## src/rtl/fdc_seq.sv

```systemverilog
module fdc_seq #(
  parameter int SEEK_CYCLES = 12,
  parameter int XFER_CYCLES = 20
) (
  input  logic       clk,
  input  logic       rst_n,
  input  logic [1:0] sel,
  input  logic       wr_en,
  input  logic       rd_en,
  input  logic [7:0] wdata,
  output logic [7:0] rdata,
  output logic       irq_o,
  output logic [3:0] motor_o,
  output logic [1:0] dsel_o
);
  localparam int TMAX = (SEEK_CYCLES > XFER_CYCLES) ? SEEK_CYCLES : XFER_CYCLES;
  localparam int TW = $clog2(TMAX + 1);
  localparam logic [7:0] OP_VER = 8'h10, OP_SNS = 8'h08, OP_SEEK = 8'h0F, OP_RCL = 8'h07;
  localparam logic [7:0] OP_SPEC = 8'h03, OP_DRV = 8'h04, OP_RD = 8'h46, OP_WR = 8'hC5;
  localparam logic [1:0] PH_CMD = 2'd0, PH_PRM = 2'd1, PH_EXE = 2'd2, PH_RES = 2'd3;

  function automatic logic [3:0] nparm(input logic [7:0] o);
    case (o)
      OP_SPEC, OP_SEEK: nparm = 4'd2;
      OP_DRV, OP_RCL:   nparm = 4'd1;
      OP_RD, OP_WR:     nparm = 4'd8;
      default:          nparm = 4'd0;
    endcase
  endfunction

  logic [7:0] ctl, op, cyl, st0, tgt;
  logic [1:0] ph;
  logic [2:0] shu, ridx, rlen;
  logic [3:0] pidx;
  logic [7:0] prm [8];
  logic [7:0] res [8];
  logic [TW-1:0] scnt, xcnt;
  logic ipend, nd;

  wire run    = ctl[2];
  wire ctl_wr = wr_en && sel == 2'd0;
  wire hold   = !run || (ctl_wr && !wdata[2]);
  wire rel    = ctl_wr && wdata[2] && !run;
  wire wr_acc = wr_en && sel == 2'd2 && run && (ph == PH_CMD || ph == PH_PRM);
  wire rd_acc = rd_en && sel == 2'd2 && run && ph == PH_RES;
  wire rd_last = rd_acc && ridx == rlen - 3'd1;
  wire rw_op  = op == OP_RD || op == OP_WR;
  wire [7:0] oc = (ph == PH_CMD) ? wdata : op;
  wire [3:0] need = nparm(oc);
  wire launch = wr_acc && ((ph == PH_CMD) ? need == 4'd0 : pidx == need - 4'd1);
  wire [7:0] pv0 = (ph == PH_PRM && pidx == 4'd0) ? wdata : prm[0];
  wire [7:0] pv1 = (ph == PH_PRM && pidx == 4'd1) ? wdata : prm[1];
  wire seek_done = scnt == TW'(1);
  wire xfer_done = ph == PH_EXE && xcnt == TW'(1);
  wire eoc = prm[3] == prm[5];
  wire [7:0] msr = {ph != PH_EXE, ph == PH_RES, ph == PH_EXE && nd, ph != PH_CMD,
                    (scnt != '0) ? (4'b0001 << shu[1:0]) : 4'b0000};

  assign rdata   = (sel == 2'd0) ? ctl :
                   (sel == 2'd1) ? (run ? msr : 8'h00) :
                   (sel == 2'd2 && ph == PH_RES) ? res[ridx] : 8'h00;
  assign irq_o   = ipend & ctl[3];
  assign motor_o = ctl[7:4];
  assign dsel_o  = ctl[1:0];

  always_ff @(posedge clk) begin
    if (!rst_n) begin
      ctl <= '0; op <= '0; cyl <= '0; st0 <= '0; tgt <= '0; ph <= PH_CMD;
      shu <= '0; ridx <= '0; rlen <= 3'd1; pidx <= '0; scnt <= '0; xcnt <= '0;
      ipend <= 1'b0; nd <= 1'b0;
    end else begin
      if (ctl_wr) ctl <= wdata;
      if (hold) begin
        op <= '0; cyl <= '0; tgt <= '0; ph <= PH_CMD; shu <= '0; ridx <= '0;
        rlen <= 3'd1; pidx <= '0; scnt <= '0; xcnt <= '0; nd <= 1'b0;
        ipend <= rel;
        st0 <= rel ? 8'hC0 : 8'h00;
      end else begin
        if (scnt != '0) scnt <= scnt - TW'(1);
        if (seek_done) begin
          cyl <= tgt;
          st0 <= 8'h20 | {5'b0, shu};
        end
        if (ph == PH_EXE) begin
          xcnt <= xcnt - TW'(1);
          if (xfer_done) begin
            res[0] <= eoc ? {2'b01, 3'b0, prm[0][2:0]} : {5'b0, prm[0][2:0]};
            res[1] <= eoc ? 8'h80 : 8'h00;
            res[2] <= 8'h00;
            res[3] <= prm[1] + (eoc ? 8'd1 : 8'd0);
            res[4] <= prm[2];
            res[5] <= eoc ? 8'd1 : prm[3] + 8'd1;
            res[6] <= prm[4];
            ph <= PH_RES; ridx <= '0; rlen <= 3'd7;
          end
        end
        if (rd_acc) begin
          if (rd_last) ph <= PH_CMD;
          else ridx <= ridx + 3'd1;
        end
        if (wr_acc) begin
          if (ph == PH_CMD) begin
            op <= wdata; pidx <= '0;
            if (need != 4'd0) ph <= PH_PRM;
          end else begin
            prm[pidx[2:0]] <= wdata;
            pidx <= pidx + 4'd1;
          end
          if (launch) begin
            ridx <= '0;
            case (oc)
              OP_VER:  begin res[0] <= 8'h90; rlen <= 3'd1; ph <= PH_RES; end
              OP_SNS:  begin res[0] <= st0; res[1] <= cyl; rlen <= 3'd2; ph <= PH_RES; end
              OP_DRV:  begin
                res[0] <= {2'b00, 1'b1, cyl == 8'd0, 1'b0, pv0[2:0]};
                rlen <= 3'd1; ph <= PH_RES;
              end
              OP_SPEC: begin nd <= pv1[0]; ph <= PH_CMD; end
              OP_SEEK, OP_RCL: begin
                scnt <= TW'(SEEK_CYCLES);
                tgt <= (oc == OP_SEEK) ? pv1 : 8'h00;
                shu <= pv0[2:0];
                ph <= PH_CMD;
              end
              OP_RD, OP_WR: begin xcnt <= TW'(XFER_CYCLES); ph <= PH_EXE; end
              default: begin res[0] <= 8'h80; rlen <= 3'd1; ph <= PH_RES; end
            endcase
          end
        end
        if (seek_done || xfer_done) ipend <= 1'b1;
        else if (rd_last && (op == OP_SNS || rw_op)) ipend <= 1'b0;
      end
    end
  end
endmodule

```

## config.mk

```make
export PLATFORM = sky130hd
export DESIGN_NAME = fdc_seq
export DESIGN_NICKNAME = d
export VERILOG_FILES = /design/src/rtl/fdc_seq.sv
export SDC_FILE = /design/constraint.sdc
export NUM_CORES = 1
export LEC_CHECK = 0
export ABC_CLOCK_PERIOD_IN_PS = 3400
export BUFFER_PORTS_ARGS = -buffer_cell sky130_fd_sc_hd__buf_2
export CAP_MARGIN = 5
export CORE_MARGIN = 10
export CORE_UTILIZATION = 54
export DETAILED_ROUTE_END_ITERATION = 6
export GPL_TIMING_DRIVEN = 0
export PLACE_DENSITY = 0.74
export SYNTH_ARGS = -nofsm -noshare
export SYNTH_HDL_FRONTEND = slang
export SYNTH_SLANG_ARGS = --single-unit
```

## constraint.sdc

```tcl
create_clock -name clk -period 3.4 [get_ports clk]
set_input_delay 0.17 -clock clk [delete_from_list [all_inputs] [get_ports clk]]
set_output_delay 0.17 -clock clk [all_outputs]
set_load 0.01 [all_outputs]
```

## Word-level counts from Yosys, hierarchy flattened

Memories as Yosys holds them, arrays and structs flattened. A register that Yosys moved wholly into a read port is not among the register bits.
Cells that the tools add are included.
W data, S select, Z words.

| cells by class | value |
|---|---|
| add/subtract/negate cells | 8 |
| bitwise logic cells | 7 |
| shifts and indexed selects | 1 |
| reduce and logical (&&, ||, !) cells | 45 |
| mux-type cells | 90 |
| equality and inequality tests | 23 |

Operator list:

| operator | count |
|---|---|
| $mux W8 | 17 |
| $mux W5 | 8 |
| $mux W1 | 39 |
| $mux W3 | 12 |
| $eq A8 B4 Y1 const B | 3 |
| $logic_and A1 B1 Y1 | 18 |
| $eq A8 B3 Y1 const B | 2 |
| $eq A8 B7 Y1 const B | 2 |
| $eq A8 B8 Y1 const B | 2 |
| $mux W2 | 8 |
| $pmux W4 S3 | 1 |
| $eq A5 B1 Y1 const B | 2 |
| $reduce_or A2 Y1 | 5 |
| $sub A5 B1 Y5 const B | 2 |
| $add A8 B1 Y8 | 1 |
| $add A8 B1 Y8 const B | 1 |
| $eq A8 B2 Y1 const B | 1 |
| $eq A8 B5 Y1 const B | 1 |
| $eq A8 B8 Y1 | 1 |
| $logic_not A4 Y1 | 2 |
| $logic_not A8 Y1 | 1 |
| $mux W4 | 2 |
| $reduce_or A8 Y1 | 1 |
| $mux W7 | 1 |
| 26 further kinds | 41 |

| storage, ports and cells | value |
|---|---|
| output and inout bits | 15 |
| register bits | 67 |
| memories | 2 |
| logic and storage cells | 190 |
| bits in writable memories | 128 |
| bits of input ports | 14 |

Memory list:

| name | words | bits a word | read ports | clocked after Yosys merged registers in | write ports | line | RTL |
|---|---|---|---|---|---|---|---|
| prm | 8 | 8 | 6 | 0 | 1 | 35 | `logic [7:0] prm [8];` |
| res | 8 | 8 | 1 | 1 | 7 | 36 | `logic [7:0] res [8];` |

## Logic depth before layout (Yosys ltp)

Gate-level depths: netlist of the first run.

| logic depth | value |
|---|---|
| depth after elaboration | 18 |
| mapped depth | 16 |
| depth with buffers taken out | 13 |

## Worst setup path before layout of the first run

Ideal clock, no wire load.

| timing | value |
|---|---|
| path type | flip-flop to flip-flop |
| from | register ph[1] |
| to | memory res[1][0], enable pin |
| clock period less this slack | 3.536 ns |
| slack | -0.136 ns |
| stages on the path, launching flop included | 17 |
| setup time | 0.334 ns |
| path buffers | 3 |
| arrival | 3.201 ns |
| path through | dfxtp_1 > or2_1 > buf_2 > clkbuf_1 > o21ai_0 > nand3b_1 > nor2_1 > nand2_1 > ha_1 > xnor2_1 > a21oi_1 > o311ai_0 > o211a_1 > a211oi_2 > and4_1 > buf_4 > nand2b_1 |

RTL lines:

| item | line | RTL |
|---|---|---|
| from (decl) | 32 | `logic [1:0] ph;` |
| from (signal assigned) | 68 | `ctl <= '0; op <= '0; cyl <= '0; st0 <= '0; tgt <= '0; ph <= PH_CMD;` |
| from (signal assigned) | 74 | `op <= '0; cyl <= '0; tgt <= '0; ph <= PH_CMD; shu <= '0; ridx <= '0;` |
| from (signal assigned) | 94 | `ph <= PH_RES; ridx <= '0; rlen <= 3'd7;` |
| to (decl) | 36 |  |

==> results of run 1 <==
what timing repair did:
action	4_1_cts	5_1_grt
endpoints found under the setup margin	60	77
pin swaps	8	11
setup buffers	13	5
gates resized for setup	28	19
critical path, cell delays in order (launching register included):
cell,delay (ns)
dfxtp_4,0.39
buf_6,0.15
nor4_4,0.27
a32oi_2,0.11
or3_4,0.39
ha_4,0.25
xnor2_1,0.14
a21oi_2,0.19
o311ai_2,0.15
o211a_4,0.20
a211oi_4,0.18
buf_4,0.15
buf_6,0.11
nand3_4,0.13
a32o_2,0.29
layer usage:
layer	up-vias	track usage	part of all wire
met5	-	0	0
met4	0	0.0919	0.031
met3	54	0.0532	0.074
met2	281	0.366	0.50
met1	2814	0.258	0.40
li1	2710	-	-
worst max path at each step:
stage / slack [ns] / end / startpoint / depth (start not counted)
floorplan: 0.007 / res[1][0] / ph[1] / 16
global placement: -0.59 / res[1][1] / ph[1] / 16
detailed placement: -0.66 / res[1][3] / ph[1] / 16
CTS: 0.003 / res[0][0] / ph[0] / 16
global route: -0.09 / res[0][1] / ph[1] / 16
finish: 0.04 / res[0][1] / ph[1] / 14
cells in the final DEF (no fill, tap or decap), types with 17 or more instances in the layout:
master / instances
nor2_1: 46
nand3_1: 17
dfxtp_1: 62
inv_1: 18
nand2_1: 113
mux2i_1: 23
clkbuf_1: 25
buf_4: 26
a21oi_1: 49
o21ai_0: 29
buf_2: 30
clkbuf_16: 17
xnor2_1: 22
edfxtp_1: 90
registers in the layout (all words and copies together) (netlist names), 4 cells and up:
register,count
cyl,8
scnt,5
op,8
tgt,8
prm,43
pidx,4
st0,5
ctl,8
xcnt,5
res,47
power breakdown:
group          switching [mW]  internal, mW  total (mW)
sequential            0.00285          1.96        1.97
clock                   0.759          1.08        1.84
combinational          0.0720        0.0357       0.108
through the flow:
stage | instance area (um2) | hold WS, ns | setup TNS (ns) | power [mW]
after CTS | 8500 | 0.0333 | 0 | 3.92
after global placement | 7750 | 0.402 | -15.31 | 2.10
after floorplan | 7390 | 0.269 | 0 | 2.06
after detailed placement | 7750 | 0.407 | -19.00 | 2.10
after global routing | 8620 | 0.0531 | -0.920 | 4.01
final | 8620 | 0.0628 | 0 | 3.91
final cells by class:
cell class / instances / area share
Timing Repair Buffer: 47 / 0.0325
Multi-Input combinational cell: 501 / 0.375
Clock buffer: 17 / 0.0493
Tap cell: 176 / 0.0255
Sequential cell: 154 / 0.463
Inverter: 19 / 0.00870
Buffer: 42 / 0.0287
Clock inverter: 15 / 0.0176
logic make-up (layout without fill, tap and decap cells):
group	Yosys count	after routing	synth area share
flops	154	154	0.540
fa+ha+maj	14	14	0.0237
buf+inv	64	140	0.0399
compound gates	144	144	0.125
xor+xnor	34	34	0.0404
simple gates	272	272	0.179
mux	37	37	0.0526
==> results.cfg, run 1 <==
[yosys]
synth_most_common_cell = nand2_1
yosysWarnings = 0
yosysTopAreaCell = edfxtp_1
netlist_top_cells_count = 115 x nand2_1, 90 x edfxtp_1, 64 x dfxtp_1
synth_flop_cell = edfxtp_1
synthesis.instances = 719
seq_area_frac_synth = 0.540
synthDominantCellAreaShare = 0.366
syn_avg_cell_area_um2 = 10.3
synth_cell_type_count = 62
syn-num-nets = 747
synth_edf_count = 90
synth.cell_area_um2 = 7380
synth.ff_latch_count = 154
synth.top_cells.by_area = edfxtp_1 37%, dfxtp_1 17%, nand2_1 5.9%
asyncSetResetFlopFracSynth = 0

[clocking]
cts.path.max_buffers = 2
worstSkewPairLatency_ns = 0.43
htreeDepth = 4
cts.sink_count = 154
tritoncts = done
post_cts_hold_buffer_count = 0
clk_pin_slew_ns = 0.06
tritoncts.num_buffers = 17
clock_tree.root_cell = clkbuf_16

[critical_path]
critical_path_peak_fanout = 10
worstPathRequired_ns = 3.57
worstSetupPathType = flip-flop to flip-flop
reg2reg_slack_ns = 0.04
crit-reg2reg-launch = ph[1]
worst-r2r-cell-count = 14
critical_path_arrival_ns = 3.53
startpoint_type = flip-flop
endpoint_kind = flip-flop
timing.rr.end = res[0][1]

[floorplan]
core.rowCount = 42
core_region_area_um2 = 13300
initial_core_util = 0.555
io-pin-count = 29
die_width_um = 137
floorplan.die_area_um2 = 18700
die_height_um = 137

[route]
wirelength_um = 19800
detailedRoute.firstPassIterationCount = 5
iteration_0_drc_markers = 535
remaining_drc_errors = 0
wire_per_inst_um = 20.4
post_drt_via_cell_ratio = 6.03
via_count = 5859
post_detailed_route_count_of_antenna_violating_nets = 0

[power_and_ir_drop]
worst_supply_voltage_drop_on_vdd_v = 0.000225
power.static_leakage_nw = 3.06
power_density_nw_per_um2 = 453

[sta]
final.setup_skew_ns = 0.0122
fmax_mhz = 298
finalCriticalPeriod_ns = 3.36
period_share = 0.987
setup-violations-final = 0
tightestPinTransition_ns = 0.883
slew_violations = 0
max-slew-margin-rel = 0.412
fin_ws_ns = 0.0436
finalHoldViolations = 0

[layout]
sequential_cell_area_um2 = 3990
nNetsFinal = 810
relative_area_change_from_synthesis_to_final_layout_pct = 16.9
antennaDiodeCount = 0
layout_cells_sized_above_1 = 0.179
multiInputGateArea_um2 = 3230
final_cell_count_no_fill = 971
nFillCells = 1054
final_core_utilization = 0.649

[global_routing]
grt_start_max_net_pins = 33
grt_pass1_wl_um = 30800
gr_util_all_layers = 0.217
first_global_vias = 5635
globalRoute.totalOverflow = 0
grt_antenna_before_repair = 0

[status]
status = finished clean

[place]
preCtsSetupSlack_ns = -0.661
io_buffer_count = 28
routabilityCongestion = 1.00
dp_hpwl_um = 14300
placedCellCount = 923

[min_path]
endpoint_worst_hold = prm[1][1]
worstHoldPathCells = 1
hp-start = wdata[1]
timing.hold.worst.class = primary input to flip-flop

[job]
cap_violations = 0
No activity file was read; power rests on OpenSTA's default activity.
==> run 2, diff against run 1 <==
--- a/config.mk
+++ b/config.mk
@@ -8,6 +8,7 @@
 export ABC_CLOCK_PERIOD_IN_PS = 3400
 export BUFFER_PORTS_ARGS = -buffer_cell sky130_fd_sc_hd__buf_2
 export CAP_MARGIN = 5
+export CORE_ASPECT_RATIO = 0.6
 export CORE_MARGIN = 10
 export CORE_UTILIZATION = 54
 export DETAILED_ROUTE_END_ITERATION = 6
==> run 2 against run 1 <==
Sequential cell count stayed put. Final area is 0.94% lower. Routed wire length is 2.6% higher. Largest power group unchanged.
==> results.cfg, run 2 (same netlist as run 1, synthesis figures left out) <==
[critical_path]
cp_top_family = simple AND/OR/NAND/NOR gates
startpoint_type = flip-flop
slowest_stage = or3_4
critical_path_peak_fanout = 8
endpoint_kind = flip-flop
cp.buffers_inverters = 1
critical_path_arrival_ns = 3.44
worstSetupPathType = flip-flop to flip-flop
worstPathRequired_ns = 3.53
critical_path.cell_chain = nor4b_1, a21oi_2, or3_4, ha_4, xnor2_1, a21oi_2, nand2_1, o211a_1, a211oi_4, and4_4, buf_6, nand2b_4
crit_path_largest_cell_delay_ns = 0.44
top_cell_by_count_worst_path = a21oi_2

[clocking]
htreeDepth = 4
clock_tree.root_cell = clkbuf_16
cts.path.max_buffers = 2
clk_pin_slew_ns = 0.07
tritoncts.num_buffers = 17
cts.sink_count = 154
worstSkewPairLatency_ns = 0.43
tritoncts = done

[global_routing]
globalRoute.totalOverflow = 0
first_global_vias = 5430
grt_pass1_wl_um = 30800
grt_antenna_before_repair = 0
gr_util_all_layers = 0.212
grt_start_max_net_pins = 33

[sta]
fmax_mhz = 302
max-slew-margin-rel = 0.407
tightestPinTransition_ns = 0.886
finalCriticalPeriod_ns = 3.31
final.setup_skew_ns = 0.0152
setup-violations-final = 0
finalHoldViolations = 0
finalSetupTns_ns = 0
slew_violations = 0
period_share = 0.973

[status]
status = finished clean

[layout]
layout_cells_sized_above_1 = 0.164
final_common_cell = nand2_1
relative_area_change_from_synthesis_to_final_layout_pct = 15.8
nNetsFinal = 803
nFillCells = 1030
largest-register = res
number_of_flip_flops_in_the_largest_register = 47
antennaDiodeCount = 0
final_cell_count_no_fill = 958
final_core_utilization = 0.653
layout.cells.most_common_list = 113 x nand2_1, 90 x edfxtp_1, 62 x dfxtp_1, 49 x a21oi_1, 46 x nor2_1
final_area_um2 = 8540

[route]
wire_per_inst_um = 21.2
met1_length_um = 9280
met2RoutedLength_um = 8830
wirelength_um = 20300
detailedRoute.firstPassIterationCount = 5
iteration_0_drc_markers = 683
via_count = 5912
post_drt_via_cell_ratio = 6.17
post_detailed_route_count_of_antenna_violating_nets = 0
max_layer_used = met4
routed-wl-met3_um = 1850
remaining_drc_errors = 0

[place]
dp_hpwl_um = 14800
routabilityCongestion = 0.979
io_buffer_count = 28
detailed_place.area_um2 = 7740
placedCellCount = 917

[floorplan]
die_width_um = 171
core.rowCount = 32
core_region_area_um2 = 13100
io-pin-count = 29
floorplan.die_area_um2 = 18900
initial_core_util = 0.564
die_height_um = 111

[power_and_ir_drop]
power_density_nw_per_um2 = 471
worst_supply_voltage_drop_on_vdd_v = 0.000371
power.static_leakage_nw = 3.04
post-layout-total-power_mw = 4.02

[min_path]
timing.hold.worst.class = primary input to flip-flop

[job]
cap_violations = 0
[run 2: changes by cell type in the layout (fill, tap and decap cells not counted), sizes merged]
cell / previous run / this run
buf: 61 / 55
clkinv: 8 / 2
inv: 20 / 26
clkinvlp: 4 / 3
[run 2: final timing paths]
path / startpoint / endpoint / slack [ns] / depth (start not counted)
worst max-delay path: ph[1] / res[1][1] / 0.09 / 12
worst min-delay path: wdata[1] / prm[1][1] / 0.02 / 1
worst max register to register: ph[1] / res[1][1] / 0.09 / 12
worst min register to register: prm[4][4] / res[6][4] / 0.42 / 0
[run 2: power by group]
| group | internal [mW] | switching [mW] | leakage, nW | total, mW |
|---|---|---|---|---|
| Sequential | 1.96 | 0.00375 | 1.36 | 1.97 |
| Combinational | 0.0345 | 0.0700 | 1.39 | 0.105 |
| Clock | 1.12 | 0.835 | 0.293 | 1.95 |
[run 2: repair_timing]
| item | CTS | global route |
|---|---|---|
| setup buffers | 9 | 3 |
| gates resized for setup | 23 | 14 |
| hold buffers | 0 | 0 |
| endpoints found under the setup margin | 60 | 98 |
| pin swaps | 8 | 6 |
| hold endpoints to repair | 0 | 0 |
[run 2: metal layers]
layer / global-route usage / vias to the layer above
met3: 0.0444 / 39
met5: 0 / -
met2: 0.303 / 297
li1: - / 2690
met4: 0.0648 / 0
met1: 0.311 / 2886
[run 2: layout make-up]
class                      count  area (um2)  area share
sequential                   154        3990       0.467
multi-input combinational    501        3190       0.373
clock buffer                  18         429      0.0502
buffer                        42         239      0.0280
timing repair buffer          40         230      0.0269
tap                          170         213      0.0249
clock inverter                14         180      0.0211
inverter                      19        75.1     0.00879
[run 2: worst register-to-register path, cell delays in order (launching register included)]
cell      delay (ns)
dfxtp_4         0.38
nor4b_1         0.36
a21oi_2         0.13
or3_4           0.44
ha_4            0.25
xnor2_1         0.13
a21oi_2         0.15
nand2_1         0.07
o211a_1         0.27
a211oi_4        0.23
and4_4          0.31
buf_6           0.11
nand2b_4        0.18
[run 2: through the flow]
stage	setup WS (ns)	hold slack [ns]
after CTS	-0.00142	0.0181
final	0.0917	0.0237
after detailed placement	-0.709	0.405
after global routing	-0.000846	0.0474
after global placement	-0.706	0.401
after floorplan	0.00716	0.269
